`src/rtl/pkt_status_pkg.sv`:
```
package pkt_status_pkg;
   localparam int unsigned KIND_CODE_W = 3;

   typedef enum logic [KIND_CODE_W-1:0] {
      PK_AVI   = 3'd0,
      PK_AUDIO = 3'd1,
      PK_SPD   = 3'd2,
      PK_MPEG  = 3'd3,
      PK_ACP   = 3'd4,
      PK_ISRC1 = 3'd5,
      PK_ISRC2 = 3'd6,
      PK_NONE  = 3'd7
   } pkt_kind_e;
endpackage

```
`src/rtl/pst_event_decode.sv`:
```
module pst_event_decode #(
   parameter int unsigned NUM_KINDS = 7,
   parameter int unsigned CODE_W    = 3
) (
   input  logic                 ev_valid,
   input  logic [CODE_W-1:0]    ev_code,
   input  logic                 ev_changed,
   output logic [NUM_KINDS-1:0] arr_set,
   output logic [NUM_KINDS-1:0] chg_set
);
   if (NUM_KINDS > (1 << CODE_W)) begin : g_bad_width
      $error("pst_event_decode: NUM_KINDS does not fit in CODE_W");
   end

   for (genvar k = 0; k < NUM_KINDS; k++) begin : g_kind
      always_comb begin
         arr_set[k] = ev_valid && (ev_code == CODE_W'(k));
         chg_set[k] = arr_set[k] && ev_changed;
      end
   end
endmodule

```
`src/rtl/pst_sticky_bank.sv`:
```
module pst_sticky_bank #(
   parameter int unsigned WIDTH = 7
) (
   input  logic             clk,
   input  logic             rst_n,
   input  logic             clr_all,
   input  logic [WIDTH-1:0] set_vec,
   output logic [WIDTH-1:0] q
);
   if (WIDTH < 1) begin : g_bad_width
      $error("pst_sticky_bank: WIDTH must be at least 1");
   end

   for (genvar b = 0; b < WIDTH; b++) begin : g_bit
      always_ff @(posedge clk) begin
         if (!rst_n)          q[b] <= 1'b0;
         else if (set_vec[b]) q[b] <= 1'b1;
         else if (clr_all)    q[b] <= 1'b0;
      end

      // a set bit holds unless cleared
      p_sticky_hold_r3: assert property (@(posedge clk) disable iff (!rst_n)
         (q[b] && !clr_all) |=> q[b]);
      // a set request wins over a clear
      p_set_wins_r9: assert property (@(posedge clk) disable iff (!rst_n)
         set_vec[b] |=> q[b]);
   end
endmodule

```
`src/rtl/pst_addr_map.sv`:
```
module pst_addr_map #(
   parameter int unsigned          ADDR_W     = 8,
   parameter logic [ADDR_W-1:0]    ARR_ADDR   = 8'h5A,
   parameter int unsigned          MIRROR_LSB = 3
) (
   input  logic [ADDR_W-1:0] addr,
   output logic              hit_arr,
   output logic              hit_chg
);
   if (MIRROR_LSB >= ADDR_W) begin : g_bad_mirror
      $error("pst_addr_map: MIRROR_LSB must be below ADDR_W");
   end
   if (ARR_ADDR[ADDR_W-1] && (&ARR_ADDR[MIRROR_LSB-1:0])) begin : g_overlap
      $error("pst_addr_map: arrival address collides with a change mirror");
   end

   always_comb begin
      hit_arr = (addr == ARR_ADDR);
      hit_chg = addr[ADDR_W-1] && (&addr[MIRROR_LSB-1:0]);
   end
endmodule

```
`src/rtl/pkt_status_regs.sv`:
```
module pkt_status_regs
   import pkt_status_pkg::*;
#(
   parameter int unsigned       NUM_KINDS  = 7,
   parameter int unsigned       DATA_W     = 8,
   parameter int unsigned       ADDR_W     = 8,
   parameter logic [ADDR_W-1:0] ARR_ADDR   = 8'h5A,
   parameter int unsigned       MIRROR_LSB = 3
) (
   input  logic                   clk,
   input  logic                   rst_n,
   input  logic                   pkt_valid,
   input  logic [KIND_CODE_W-1:0] pkt_type,
   input  logic                   pkt_changed,
   input  logic                   clk_lost,
   input  logic [ADDR_W-1:0]      reg_addr,
   input  logic                   reg_rd,
   input  logic                   reg_wr,
   input  logic [DATA_W-1:0]      reg_wdata,
   output logic [DATA_W-1:0]      reg_rdata
);
   if (NUM_KINDS >= DATA_W) begin : g_bad_kinds
      $error("pkt_status_regs: flags must leave the top data bit spare");
   end

   logic [NUM_KINDS-1:0] arr_set, chg_set, arr_q, chg_q;
   logic                 hit_arr, hit_chg, chg_clr;
   logic [DATA_W-1:0]    rdata_d;
   logic                 unused_wr_path;

   assign unused_wr_path = ^{reg_wr, reg_wdata};

   pst_event_decode #(.NUM_KINDS(NUM_KINDS), .CODE_W(KIND_CODE_W)) u_dec (
      .ev_valid(pkt_valid), .ev_code(pkt_type), .ev_changed(pkt_changed),
      .arr_set(arr_set), .chg_set(chg_set));

   pst_addr_map #(.ADDR_W(ADDR_W), .ARR_ADDR(ARR_ADDR), .MIRROR_LSB(MIRROR_LSB)) u_map (
      .addr(reg_addr), .hit_arr(hit_arr), .hit_chg(hit_chg));

   assign chg_clr = reg_rd && hit_chg;

   pst_sticky_bank #(.WIDTH(NUM_KINDS)) u_arr (
      .clk(clk), .rst_n(rst_n), .clr_all(clk_lost), .set_vec(arr_set), .q(arr_q));

   pst_sticky_bank #(.WIDTH(NUM_KINDS)) u_chg (
      .clk(clk), .rst_n(rst_n), .clr_all(chg_clr), .set_vec(chg_set), .q(chg_q));

   always_comb begin
      rdata_d = '0;
      if (reg_rd && hit_arr)      rdata_d = DATA_W'(arr_q);
      else if (reg_rd && hit_chg) rdata_d = DATA_W'(chg_q);
   end

   always_ff @(posedge clk) begin
      if (!rst_n) reg_rdata <= '0;
      else        reg_rdata <= rdata_d;
   end

   p_mirror_clears_r8: assert property (@(posedge clk) disable iff (!rst_n)
      (reg_rd && hit_chg && !pkt_valid) |=> (chg_q == '0));
   p_read_old_r9: assert property (@(posedge clk) disable iff (!rst_n)
      (reg_rd && hit_chg) |=> (reg_rdata == DATA_W'($past(chg_q))));
   p_write_ignored_r10: assert property (@(posedge clk) disable iff (!rst_n)
      (reg_wr && !reg_rd && !pkt_valid && !clk_lost) |=> ($stable(arr_q) && $stable(chg_q)));
   p_lost_clears_r4: assert property (@(posedge clk) disable iff (!rst_n)
      (clk_lost && !pkt_valid) |=> ((arr_q == '0) && $stable(chg_q)));
   p_no_read_zero_r6: assert property (@(posedge clk) disable iff (!rst_n)
      !reg_rd |=> (reg_rdata == '0));
endmodule

```
`config.mk`:
```
export PLATFORM = sky130hd
export DESIGN_NAME = pkt_status_regs
export DESIGN_NICKNAME = d
export VERILOG_FILES = /design/src/rtl/pkt_status_pkg.sv /design/src/rtl/pst_event_decode.sv /design/src/rtl/pst_sticky_bank.sv /design/src/rtl/pst_addr_map.sv /design/src/rtl/pkt_status_regs.sv
export SDC_FILE = /design/constraint.sdc
export NUM_CORES = 1
export LEC_CHECK = 0
export ABC_AREA = 1
export BUFFER_PORTS_ARGS = -buffer_cell sky130_fd_sc_hd__buf_2
export CORE_ASPECT_RATIO = 1.2
export CORE_UTILIZATION = 52
export CTS_CLUSTER_SIZE = 28
export DETAILED_ROUTE_END_ITERATION = 8
export PLACE_DENSITY_LB_ADDON = 0.3
export SYNTH_ARGS = -nofsm -noshare
export SYNTH_HDL_FRONTEND = slang
export SYNTH_SLANG_ARGS = --single-unit
```
`constraint.sdc`:
```
create_clock -name clk -period 2.1 [get_ports clk]
set_clock_uncertainty 0.05 [all_clocks]
set_input_delay 0.105 -clock clk [delete_from_list [all_inputs] [get_ports clk]]
set_output_delay 0.105 -clock clk [all_outputs]
set_load 0.01 [all_outputs]
```
==> results of run 1 <==
[cell families after synthesis]
kind of cell | count (synthesis) | share of synthesized area (%)
simple gates | 77 | 39.2
buf+inv | 26 | 10.6
flops | 21 | 42.7
compound gates | 14 | 7.12
other cells | 1 | 0.381
[synth_stat cells]
library cell | n | share of area (%)
clkinv_1 | 1 | 0.38
inv_2 | 4 | 1.5
buf_4 | 1 | 0.76
inv_1 | 18 | 6.9
nand4_1 | 9 | 5.7
buf_2 | 2 | 1.0
nand3_4 | 1 | 1.8
nand2_2 | 3 | 1.9
dfxtp_1 | 21 | 43
nor3_2 | 1 | 1.0
nor2_4 | 4 | 4.6
a21oi_1 | 14 | 7.1
nor2_2 | 1 | 0.64
nor2_1 | 9 | 3.4
conb_1 | 1 | 0.38
nand3_2 | 1 | 1.0
nand2_1 | 42 | 16
nand3_1 | 6 | 3.1
[final cells by class]
class	count	area, um^2
tap	18	22.5
multi-input combinational	92	459
clock inverter	1	5.00
sequential	21	420
clock buffer	3	22.5
timing repair buffer	23	115
inverter	23	86.3
fill	160	571
[final timing paths]
path | cells after the start | end | slack (ns) | start
hold reg to reg | 2 | u_chg.q[5]$_SDFFE_PN0P_ | 0.42 | u_chg.q[5]$_SDFFE_PN0P_
hold / removal | 3 | reg_rdata[3]$_SDFF_PN0_ | 0.03 | rst_n
setup / recovery | 1 | reg_rdata[2] | 1.20 | reg_rdata[2]$_SDFF_PN0_
setup reg to reg | 4 | reg_rdata[6]$_SDFF_PN0_ | 1.33 | u_arr.q[6]$_SDFFE_PN0P_
[routing by layer]
metal,global-route usage [%],part of all wire (%),up-vias
met2,35.9,50,24
li1,-,-,482
met3,6.59,4.5,7
met5,0,0,-
met1,20.0,42,409
met4,12.4,3.4,0
[through the flow]
stage | total power [uW] | area (um^2) | util, % | cells | setup WS [ns]
final | 675 | 1130 | 66.5 | 181 | 1.20
after CTS | 681 | 1130 | 66.5 | 181 | 1.18
after detailed placement | 489 | 1100 | 64.9 | 177 | 1.13
after global placement | 486 | 1100 | 64.9 | 177 | 1.17
after floorplan | 460 | 983 | - | 139 | 1.34
after global routing | 710 | 1130 | 66.5 | 181 | 1.15
[registers in the layout (all words and copies together), names as in the netlist]
signal / flops
reg_rdata: 7
u_arr.q: 7
u_chg.q: 7
[placed cells by master, fill, tap and decap left out, drive strengths merged, types with 2 or more instances in the layout]
master | netlist | final
nand3 | 8 | 8
nand4 | 9 | 9
a21oi | 14 | 14
nor2 | 14 | 14
clkinv | 1 | 2
dfxtp | 21 | 21
clkbuf | 0 | 3
inv | 22 | 22
buf | 3 | 23
nand2 | 45 | 45
[power by group through the flow]
stage                     Clock, uW  Sequential [uW]  Combinational [uW]
after floorplan                   0              416                44.0
after global placement            0              416                69.7
after detailed placement          0              416                72.9
after CTS                       200              407                73.0
after global routing            221              408                81.3
final                           195              408                73.0
==> metrics.md, run 1 <==
| Metric | Value |
|---|---|
| Arrival @ worst endpoint | 0.75 ns |
| Clock buffer count from CTS | 3 |
| Setup Buffers After CTS | 0 |
| Switching part of the total | 25.9% |
| Root Buffer | clkbuf_4 |
| Clock transition at path regs | 0.11 ns |
| Pin count of the biggest net entering global routing | 15 |
| Worst-path cell chain | buf_2 |
| Critical path buffers and inverters | 1 |
| Syn Std Cell Area | 983 um^2 |
| Clock power frac | 28.8% |
| Overall die width | 41.7 um |
| IO Port Bufs | 23 |
| Peak supply drop | 498 uV |
| Lkg Pwr | 0.000497 uW |
| Final Max Tran Viols | 0 |
| Share of layout cells above drive strength 1 | 25.8% |
| RSZ-0062 raised after global routing | false |
| PwrDens | 597 nW/um^2 |
| Status | finished clean |
| DRC violations left | 0 |
| Crit path capture type | output pin |
| # IOs | 34 |
| Period Utilization, post-route | 43.0% |
| Initial antenna violation count | 0 |
| Tmin final | 0.904 ns |
| Initial Utilization | 57.8% |
| All-layer global routing usage | 20.3% |
| Setup CP Type | reg2out |
| Max Cap Viol | 0 |
| Worst-case clock buffer depth | 2 |
| Die height | 49.6 um |
| Post-Syn Area per Cell | 7.08 um^2 |
| Number of distinct library cells after synthesis | 18 |
| Critical path's slowest cell | dfxtp_1 |
| DR WL/cell | 10.3 um |
| Vias in the first global route | 816 |
| Layout area overhead | 15.0% |
| Max Fanout on Critical Path | 1 |
| Via/cell ratio | 5.09 |
| Vias | 922 |
| Startpoint types | flip-flop |
| Num rows | 16 |
| Ant diodes | 0 |
| Hold Path Class | in2reg |
| Int Pwr | 501 uW |
| DR iter-0 viols | 27 |
| Post-CTS Hold Fix Bufs | 0 |
| Comb pwr share | 10.8% |
| Post-Route Setup TNS | 0 ns |
| Routed Antenna Nets | 0 |
| Psw | 175 uW |
| First-pass DRT Iterations | 4 |
| Synth Warn # | 0 |
| Family with the most delay on the worst path | flip-flops |
| Overflow after GRT | 0 |
| Final Hold Vio Count | 0 |
| H-tree depth | 1 |
| Max incr delay on CP | 0.32 ns |
| Synth Register Bits | 21 |
| Seq/Total Area, Yosys | 42.7% |
| CTS sink count | 21 |
| CTS tree | built |
| Nets@finish | 190 |
| Full die area | 2070 um^2 |
| Gpl congestion | 0.769 |
| Sequential share of power | 60.4% |
| Critical path required time | 1.95 ns |
| Skew-Pair Late Insertion Delay | 0.31 ns |
| Post-cts sizing count | 0 |
| Final setup viols | 0 |
| Maximum clock rate | 1110 MHz |
| Post-Syn Nets | 165 |
| HPWL after detailed placement | 1450 um |
| First-pass GRT wire length | 3170 um |
| Core footprint | 1700 um^2 |
| Synth Instances | 139 |
| Fin Hold WS | 0.0319 ns |
| Routed WL | 1860 um |
Power figures use the tool's default switching activity.
==> run 2: changes to the inputs <==
--- a/config.mk
+++ b/config.mk
@@ -8,7 +8,7 @@
 export ABC_AREA = 1
 export BUFFER_PORTS_ARGS = -buffer_cell sky130_fd_sc_hd__buf_2
 export CORE_ASPECT_RATIO = 1.2
-export CORE_UTILIZATION = 52
+export CORE_UTILIZATION = 48
 export CTS_CLUSTER_SIZE = 28
 export DETAILED_ROUTE_END_ITERATION = 8
 export PLACE_DENSITY_LB_ADDON = 0.3
==> constraint.sdc (replaced) <==
create_clock -name clk -period 0.9 [get_ports clk]
set_clock_uncertainty 0.05 [all_clocks]
set_input_delay 0.045 -clock clk [delete_from_list [all_inputs] [get_ports clk]]
set_output_delay 0.045 -clock clk [all_outputs]
set_load 0.01 [all_outputs]
==> metrics.md, run 2 (synthesized netlist as in run 1, its figures left out) <==
| Metric | Value |
|---|---|
| Status | finished clean (unchanged) |
| DR iter-0 viols | 16 (was 27) |
| Crit path capture type | output pin (unchanged) |
| Critical R2R Capture | reg_rdata[6]$_SDFF_PN0_ (unchanged) |
| All-layer global routing usage | 21.2% (was 20.3%) |
| Initial antenna violation count | 0 (unchanged) |
| Pre-CTS WS | -0.0358 ns (was 1.13 ns) |
| Critical path required time | 0.81 ns (was 1.95 ns) |
| Reg2reg path depth | 4 (unchanged) |
| Setup Buffers After CTS | 0 (unchanged) |
| Max Cap Viol | 0 (unchanged) |
| HPWL after detailed placement | 1470 um (was 1450 um) |
| Hold Path Sink | u_chg.q[3]$_SDFFE_PN0P_ (was reg_rdata[3]$_SDFF_PN0_) |
| Family with the most delay on the worst path | flip-flops (unchanged) |
| Utilization after layout | 61.5% (was 66.5%) |
| Worst-case clock buffer depth | 2 (unchanged) |
| Critical path buffers and inverters | 1 (unchanged) |
| First-pass DRT Iterations | 4 (unchanged) |
| Share of layout cells above drive strength 1 | 25.3% (was 25.8%) |
| Layout area overhead | 18.4% (was 15.0%) |
| Skew-Pair Late Insertion Delay | 0.31 ns (about the same) |
| Hold Path Class | in2reg (unchanged) |
| Clock buffer count from CTS | 3 (unchanged) |
| H-tree depth | 1 (unchanged) |
| CTS tree | built (unchanged) |
| Worst r2r src | u_arr.q[6]$_SDFFE_PN0P_ (unchanged) |
| Core footprint | 1890 um^2 (was 1700 um^2) |
| Hold_sp | pkt_type[0] (was rst_n) |
| Ant diodes | 0 (unchanged) |
| Full die area | 2230 um^2 (was 2070 um^2) |
| Worst-path cell chain | buf_2 (unchanged) |
| Final worst slack | 0.0568 ns (was 1.20 ns) |
| Gpl congestion | 0.866 (was 0.769) |
| Pin count of the biggest net entering global routing | 15 (unchanged) |
| Setup CP Type | reg2out (unchanged) |
| Stages on worst setup path | 1 (unchanged) |
| DR WL/cell | 10.1 um (was 10.3 um) |
| Nets@finish | 193 (was 190) |
| Maximum clock rate | 1190 MHz |
| Num rows | 17 (was 16) |
| Initial Utilization | 51.9% (was 57.8%) |
| Commonest cells after routing, fill and taps aside | nand2_1 (42), buf_2 (23), dfxtp_1 (21), inv_1 (18), a21oi_1 (14) (unchanged) |
| CTS sink count | 21 (unchanged) |
| Area after DPL | 1100 um^2 (about the same) |
| Clock transition at path regs | 0.11 ns (about the same) |
| Cell count of the worst hold path | 3 (unchanged) |
| Max incr delay on CP | 0.32 ns (about the same) |
| RSZ-0062 raised after global routing | false (unchanged) |
| Peak supply drop | 820 uV (was 498 uV) |
| Overflow after GRT | 0 (unchanged) |
| Commonest non-fill, non-tap cell in the layout | nand2_1 (unchanged) |
| First-pass GRT wire length | 3510 um (was 3170 um) |
| Final Hold Vio Count | 0 (unchanged) |
| Period Utilization, post-route | 93.7% |
| Max Fanout on Critical Path | 1 (unchanged) |
| Final instance area | 1160 um^2 (was 1130 um^2) |
| Arrival @ worst endpoint | 0.75 ns (about the same) |
| Final setup viols | 0 (unchanged) |
| PwrDens | 1360 nW/um^2 (was 597 nW/um^2) |
| Vias in the first global route | 892 (was 816) |
| Critical path's slowest cell | dfxtp_1 (unchanged) |
| Routed Antenna Nets | 0 (unchanged) |
| Via/cell ratio | 5.06 (was 5.09) |
| Top Registers | reg_rdata x7, u_arr.q x7, u_chg.q x7 (unchanged) |
| Vias | 936 (was 922) |
| Die height | 51.6 um (was 49.6 um) |
| Tmin final | 0.843 ns |
| IO Port Bufs | 23 (unchanged) |
| DRC violations left | 0 (unchanged) |
| Overall die width | 43.3 um (was 41.7 um) |
| R2r setup slk | 0.14 ns (was 1.33 ns) |
| # IOs | 34 (unchanged) |
| Final Max Tran Viols | 0 (unchanged) |
| Root Buffer | clkbuf_4 (unchanged) |
| Routed WL | 1880 um (was 1860 um) |
| Lkg Pwr | 0.000509 uW (was 0.000497 uW) |
| Startpoint types | flip-flop (unchanged) |
==> run 2: timing repair <==
item,in CTS,in global routing
endpoints found under the hold margin,9,0
hold buffers,3,0
gates resized for setup,0,1
endpoints found under the setup margin,0,1
==> run 2: stage by stage <==
stage	cells	power, uW	hold slack [ns]	TNS [ns]
CTS	185	1600	0.000154	0
floorplan	139	1070	0.142	0
detailed placement	178	1140	0.297	-0.0558
global placement	178	1130	0.297	0
finish	185	1580	0.00578	0
global route	185	1660	0.0182	0
==> run 2: final cells by class <==
cell class | instances | area, um^2
fill | 181 | 728
inverter | 23 | 88.8
timing repair buffer | 26 | 145
sequential | 21 | 420
clock inverter | 1 | 5.00
tap | 19 | 23.8
clock buffer | 3 | 22.5
multi-input combinational | 92 | 459
==> run 2: report_power, final <==
group          switching [uW]  internal [uW]
combinational             114           66.9
sequential               7.51            944
clock                     285            166
total                     407           1180
==> run 2: worst min-delay path: cells and delay by family <==
family,cells,cell delay [ns]
AND/OR/NAND/NOR,1,0.09
buffers and inverters,1,0.13
AO/OA/AOI/OAI,1,0.06
==> run 2: metal layers <==
layer | global-route usage, % | part of all wire (%) | vias to the layer above | wire, um
li1 | - | - | 487 | -
met1 | 22.7 | 41 | 416 | 770
met2 | 39.4 | 52 | 28 | 980
met3 | 3.13 | 4.3 | 5 | 80
met4 | 10.9 | 2.2 | 0 | 42
met5 | 0 | 0 | - | 0
==> run 2: worst max-delay path by stage <==
stage / startpoint / endpoint / slack [ns]
floorplan: reg_addr[0] / reg_rdata[0]$_SDFF_PN0_ / 0.20
global placement: reg_addr[0] / reg_rdata[1]$_SDFF_PN0_ / 0.03
detailed placement: reg_addr[0] / reg_rdata[2]$_SDFF_PN0_ / -0.04
CTS: reg_rdata[2]$_SDFF_PN0_ / reg_rdata[2] / 0.04
global route: reg_rdata[6]$_SDFF_PN0_ / reg_rdata[6] / 0.004
finish: reg_rdata[4]$_SDFF_PN0_ / reg_rdata[4] / 0.06
